$ cat src/rtl/cfg_chain_shifter.sv
module cfg_chain_shifter #(
  parameter logic [7:0] PREAMBLE   = 8'hB2,
  parameter int         LEN_W      = 24,
  parameter int         FRAME_BITS = 12,
  parameter int         FRAMES     = 4,
  localparam int        PAY_W      = FRAME_BITS - 1,
  localparam int        ACC_W      = PAY_W - 1,
  localparam int        POS_W      = $clog2(FRAME_BITS),
  localparam int        IDX_W      = (FRAMES > 1) ? $clog2(FRAMES) : 1,
  localparam int        LB_W       = $clog2(LEN_W)
) (
  input  logic             cclk,
  input  logic             rst,
  input  logic             din,
  output logic             dout,
  output logic             wr_en,
  output logic [IDX_W-1:0] wr_addr,
  output logic [PAY_W-1:0] wr_data,
  output logic             done,
  output logic             err
);

  typedef enum logic [2:0] {S_HUNT, S_LEN, S_IDLE, S_LOAD, S_FWD, S_DONE, S_ERR} st_t;

  st_t              state;
  logic [6:0]       win;
  logic [2:0]       hfill;
  logic [LEN_W-1:0] cnt, len;
  logic [LB_W-1:0]  lbits;
  logic [POS_W-1:0] pos;
  logic [IDX_W-1:0] fidx;
  logic [ACC_W-1:0] acc;
  logic             obit;

  logic [LEN_W-1:0] cnt_nx, len_nx;
  logic             hit, at_end, last_pos, last_frame, last_lbit;

  assign cnt_nx     = cnt + LEN_W'(1);
  assign len_nx     = {len[LEN_W-2:0], din};
  assign hit        = (hfill == 3'd7) && ({win, din} == PREAMBLE);
  assign at_end     = (cnt_nx == len);
  assign last_pos   = (pos == POS_W'(FRAME_BITS - 1));
  assign last_frame = (fidx == IDX_W'(FRAMES - 1));
  assign last_lbit  = (lbits == LB_W'(LEN_W - 1));
  assign done       = (state == S_DONE);
  assign err        = (state == S_ERR);

  always_ff @(posedge cclk) begin
    if (rst) begin
      state   <= S_HUNT;
      win     <= '0;
      hfill   <= '0;
      cnt     <= '0;
      len     <= '0;
      lbits   <= '0;
      pos     <= '0;
      fidx    <= '0;
      acc     <= '0;
      obit    <= 1'b1;
      wr_en   <= 1'b0;
      wr_addr <= '0;
      wr_data <= '0;
    end else begin
      wr_en <= 1'b0;
      obit  <= 1'b1;
      case (state)
        S_HUNT: begin
          obit <= din;
          win  <= {win[5:0], din};
          if (hfill != 3'd7) hfill <= hfill + 3'd1;
          if (hit) begin
            state <= S_LEN;
            cnt   <= LEN_W'(8);
            lbits <= '0;
          end
        end
        S_LEN: begin
          obit  <= din;
          len   <= len_nx;
          cnt   <= cnt_nx;
          lbits <= lbits + LB_W'(1);
          if (last_lbit) state <= (len_nx <= cnt_nx) ? S_DONE : S_IDLE;
        end
        S_IDLE: begin
          cnt <= cnt_nx;
          if (!din) begin
            state <= S_LOAD;
            pos   <= POS_W'(1);
          end
          if (at_end) state <= S_DONE;
        end
        S_LOAD: begin
          cnt <= cnt_nx;
          if (pos == '0) begin
            if (din) state <= S_ERR;
            else     pos   <= POS_W'(1);
          end else if (last_pos) begin
            wr_en   <= 1'b1;
            wr_addr <= fidx;
            wr_data <= {acc, din};
            pos     <= '0;
            if (last_frame) state <= S_FWD;
            else            fidx  <= fidx + IDX_W'(1);
          end else begin
            acc <= ACC_W'({acc, din});
            pos <= pos + POS_W'(1);
          end
          if (at_end) state <= S_DONE;
        end
        S_FWD: begin
          obit <= din;
          cnt  <= cnt_nx;
          if (at_end) state <= S_DONE;
        end
        default: ;
      endcase
    end
  end

  always_ff @(negedge cclk) dout <= obit;

endmodule

$ cat config.mk
export PLATFORM = sky130hd
export DESIGN_NAME = cfg_chain_shifter
export DESIGN_NICKNAME = d
export VERILOG_FILES = /design/src/rtl/cfg_chain_shifter.sv
export SDC_FILE = /design/constraint.sdc
export NUM_CORES = 1
export LEC_CHECK = 0
export BUFFER_PORTS_ARGS = -buffer_cell sky130_fd_sc_hd__buf_2
export CAP_MARGIN = 20
export CORE_UTILIZATION = 45
export CTS_BUF_LIST = sky130_fd_sc_hd__clkbuf_4
export DETAILED_ROUTE_END_ITERATION = 16
export SLEW_MARGIN = 20
export SYNTH_ARGS = -nofsm -noshare
export SYNTH_HDL_FRONTEND = slang
export SYNTH_SLANG_ARGS = --single-unit
$ cat constraint.sdc
create_clock -name cclk -period 3.4 [get_ports cclk]
set_input_delay 0.68 -clock cclk [delete_from_list [all_inputs] [get_ports cclk]]
set_output_delay 0.68 -clock cclk [all_outputs]
set_load 0.02 [all_outputs]
==> reports/summary.txt <==
Run status = completed
Startpoint Class = flop
Count of input and output buffers = 19
Source-to-sink clock delay at the later pin of the worst-skew pair = 0.50 ns
Cts-stage hold buffer count = 0
DRC violation total after the first TritonRoute iteration = 276
Mapped Avg Cell Area = 7.84 sq um
Antenna-violating nets left = 0
Flip-flop and latch area = 1970 sq um
Slew at the pin closest to its max-slew limit = 0.903 ns
Overflow left after global routing = 0
Via count of the first global-routing pass = 4760
Endpoints failing hold = 0
Largest stage delay on the critical path = 0.29 ns
Post-synth design cell area = 5700 sq um
Pwr per Cell Area = 517 nW/um^2
Largest net degree at the start of global routing = 54
Worst min-delay path class = reg -> reg
Sequential area share after synthesis = 34.4%
Tightest slew margin relative to the limit = 39.3%
Cell row count = 40
Final core occ = 51.6%
LEAKAGE = 2.44 nW
Initial antenna violation count = 0
Warnings from Yosys = 0
Overall global routing resource usage = 22.4%
Multi-input combinational cell area = 3460 sq um
Wire length of the first global-routing pass = 23.1 mm
Arrival @ worst endpoint = 2.64 ns
Final antenna diode count = 0
Growth of design area from synthesis to finish = 10.1%
Worst clock skew on the final layout = 0.0202 ns
Area of the die = 13100 sq um
Unrepaired setup endpoints after global routing = no
Layout fillers = 1180
Critical-path cell list = buf_2
Worst Setup End Kind = output pin
Vert. Die Dim = 115 um
Library cells used by synthesis = 70
Non-filler instance count after layout = 924
Most instantiated flip-flop cell in the synthesis netlist = sky130_fd_sc_hd__dfxtp_1
Maximum level of the CTS H-tree = 3
Number of enable flip-flop cells after synthesis = 0
Max-cap violations = 0
Fraction of final layout cells sized beyond drive strength 1 = 13.0%
Number of flip-flops and latches in the synthesized netlist = 98
Pins Over Slew Limit = 0
DRC errors left = 0
Routability cong. = 0.935
CTS Sinks = 98
Number of nets at the end of the flow = 783
Post-synthesis cell count = 727
Cell area after placement = 6110 sq um
Number of top-level pins = 20
Biggest fanout along the worst timing path = 1
Maximum vdd ir drop = 0.444 mV
Placed wire-length estimate after detailed placement = 9.91 mm
Critical-path cell with the highest stage delay = sky130_fd_sc_hd__dfxtp_1
Clock buffer count from CTS = 9
Hold Slack = 0.463 ns
Buffers from clock root to sink, at most = 2
Area of the core = 12200 sq um
Routed vias = 5105
First-pass iteration count of the detailed router = 6
Clock input transition at the sequential cells of the worst setup and hold paths = 0.16 ns
Count of buffering cells on the critical path with inverters included = 1
Clock Root Buffer = sky130_fd_sc_hd__clkbuf_4
Sum of negative setup slack = 0 ns
Critical path class = reg -> out
Final setup fails = 0
Horizontal die dimension = 115 um
Count of placed standard cells including taps = 906
Worst path top cell family by delay = flip-flops
WL/cell = 15.1 um
Area of all placed cells without fillers = 6280 sq um
Sum of routed wire length over all layers = 14.0 mm
Worst Path Required = 2.72 ns
CTS tree = yes
Post-synthesis async set-or-reset flop share = 0%
Vias per std cell = 5.52
Initial cell density of the core = 46.9%
Synthesized Nets = 759
cell type report:
cell class,instances,share of cell area [%]
Multi-Input combinational cell,560,55.1
Sequential cell,98,31.3
Timing Repair Buffer,64,7.01
Tap cell,168,3.35
Clock inverter,8,1.16
Clock buffer,9,1.08
Inverter,17,1.02
repair_timing:
action | CTS | global route
setup endpoints to repair | 0 | 3
endpoints found under the hold margin | 0 | 0
gates resized for setup | 0 | 7
setup buffers | 0 | 1
layout by cell type, fill, tap and decap left out, types with 3 or more instances in the layout:
master	count
sky130_fd_sc_hd__o211a_1	3
sky130_fd_sc_hd__nor4_1	4
sky130_fd_sc_hd__nor3_1	15
sky130_fd_sc_hd__nand2_1	141
sky130_fd_sc_hd__a22oi_1	4
sky130_fd_sc_hd__nor2b_1	7
sky130_fd_sc_hd__buf_2	19
sky130_fd_sc_hd__xor2_1	10
sky130_fd_sc_hd__nand3_1	15
sky130_fd_sc_hd__nand3b_1	5
sky130_fd_sc_hd__dfxtp_1	96
sky130_fd_sc_hd__nand2b_1	3
sky130_fd_sc_hd__o31ai_1	3
sky130_fd_sc_hd__nand4_1	11
sky130_fd_sc_hd__and3_1	10
sky130_fd_sc_hd__clkbuf_4	9
sky130_fd_sc_hd__o21a_1	5
sky130_fd_sc_hd__inv_1	18
sky130_fd_sc_hd__a211oi_1	3
sky130_fd_sc_hd__a21oi_1	96
sky130_fd_sc_hd__nor2_1	68
sky130_fd_sc_hd__or3_1	3
sky130_fd_sc_hd__inv_8	3
sky130_fd_sc_hd__clkinv_4	3
sky130_fd_sc_hd__a21o_1	9
sky130_fd_sc_hd__a41oi_1	3
sky130_fd_sc_hd__a32oi_1	3
sky130_fd_sc_hd__xnor2_1	25
sky130_fd_sc_hd__ha_1	28
sky130_fd_sc_hd__buf_4	44
sky130_fd_sc_hd__o21ai_0	27
sky130_fd_sc_hd__xnor3_1	8
synthesized netlist by cell type, types with 3 or more instances:
cell type,count,area [sq um]
sky130_fd_sc_hd__nand2_1,141,529
sky130_fd_sc_hd__dfxtp_1,98,1960
sky130_fd_sc_hd__a21oi_1,96,480
sky130_fd_sc_hd__nor2_1,68,255
sky130_fd_sc_hd__clkbuf_1,39,146
sky130_fd_sc_hd__ha_1,29,363
sky130_fd_sc_hd__o21ai_0,28,140
sky130_fd_sc_hd__xnor2_1,25,219
sky130_fd_sc_hd__inv_1,18,67.6
sky130_fd_sc_hd__nor3_1,16,80.1
sky130_fd_sc_hd__nand3_1,15,75.1
sky130_fd_sc_hd__and3_1,11,68.8
sky130_fd_sc_hd__nand4_1,11,68.8
sky130_fd_sc_hd__xor2_1,10,87.6
sky130_fd_sc_hd__a21o_1,9,67.6
sky130_fd_sc_hd__xnor3_1,8,180
sky130_fd_sc_hd__nor2b_1,7,43.8
sky130_fd_sc_hd__buf_2,6,30.0
sky130_fd_sc_hd__nand3b_1,5,37.5
sky130_fd_sc_hd__o21a_1,5,37.5
sky130_fd_sc_hd__a22oi_1,4,30.0
sky130_fd_sc_hd__nor4_1,4,25.0
sky130_fd_sc_hd__a211oi_1,3,22.5
sky130_fd_sc_hd__a32oi_1,3,26.3
sky130_fd_sc_hd__a41oi_1,3,26.3
sky130_fd_sc_hd__nand2b_1,3,18.8
sky130_fd_sc_hd__o211a_1,3,30.0
sky130_fd_sc_hd__o31ai_1,3,22.5
sky130_fd_sc_hd__or3_1,3,18.8
logic make-up (layout without fill, tap and decap cells):
group           count (synthesis)  in the layout  synth area share, %
compound gates                183            183                 19.6
fa+ha+maj                      31             31                 6.71
xor+xnor                       44             44                 8.95
mux                             2              2                0.351
buf+inv                        69             98                 5.13
flops                          98             98                 34.4
simple gates                  300            300                 24.8
state kept, by name (all words and copies together) (netlist names):
name	cells
dout	1
wr_addr	2
wr_data	11
lbits	5
hfill	3
win	7
cnt	24
acc	10
state	3
wr_en	1
len	24
obit	1
fidx	2
pos	4
report_power, final:
part | switching (mW) | internal, mW
clock | 0.460 | 0.174
combinational | 0.857 | 0.441
sequential | 0.0929 | 1.22
through the flow:
stage / total power [mW] / setup slack [ns]
global placement: 2.59 / 0.185
floorplan: 2.27 / 0.101
CTS: 3.25 / 0.0472
finish: 3.25 / 0.0784
global route: 3.49 / 0.0158
detailed placement: 2.62 / 0.0746
metal layers:
metal | GRT usage, % | vias up | part of all wire, %
li1 | - | 2584 | -
met1 | 29.0 | 2361 | 45
met2 | 37.2 | 145 | 47
met3 | 5.56 | 15 | 6.0
met4 | 6.15 | 0 | 1.6
met5 | 0 | - | 0
worst paths after layout:
| path | from | endpoint | slack [ns] | depth (start not counted) |
|---|---|---|---|---|
| setup reg to reg | cnt[15]$_SDFFE_PP0P_ | state[0]$_SDFFE_PP0P_ | 0.19 | 10 |
| setup / recovery | dout$_DFF_N_ | dout | 0.08 | 1 |
| hold / removal | wr_data[6]$_SDFFE_PP0P_ | wr_data[6]$_SDFFE_PP0P_ | 0.46 | 2 |
| hold reg to reg | wr_data[6]$_SDFFE_PP0P_ | wr_data[6]$_SDFFE_PP0P_ | 0.46 | 2 |
Note: power is estimated with default switching activity, not from simulation.
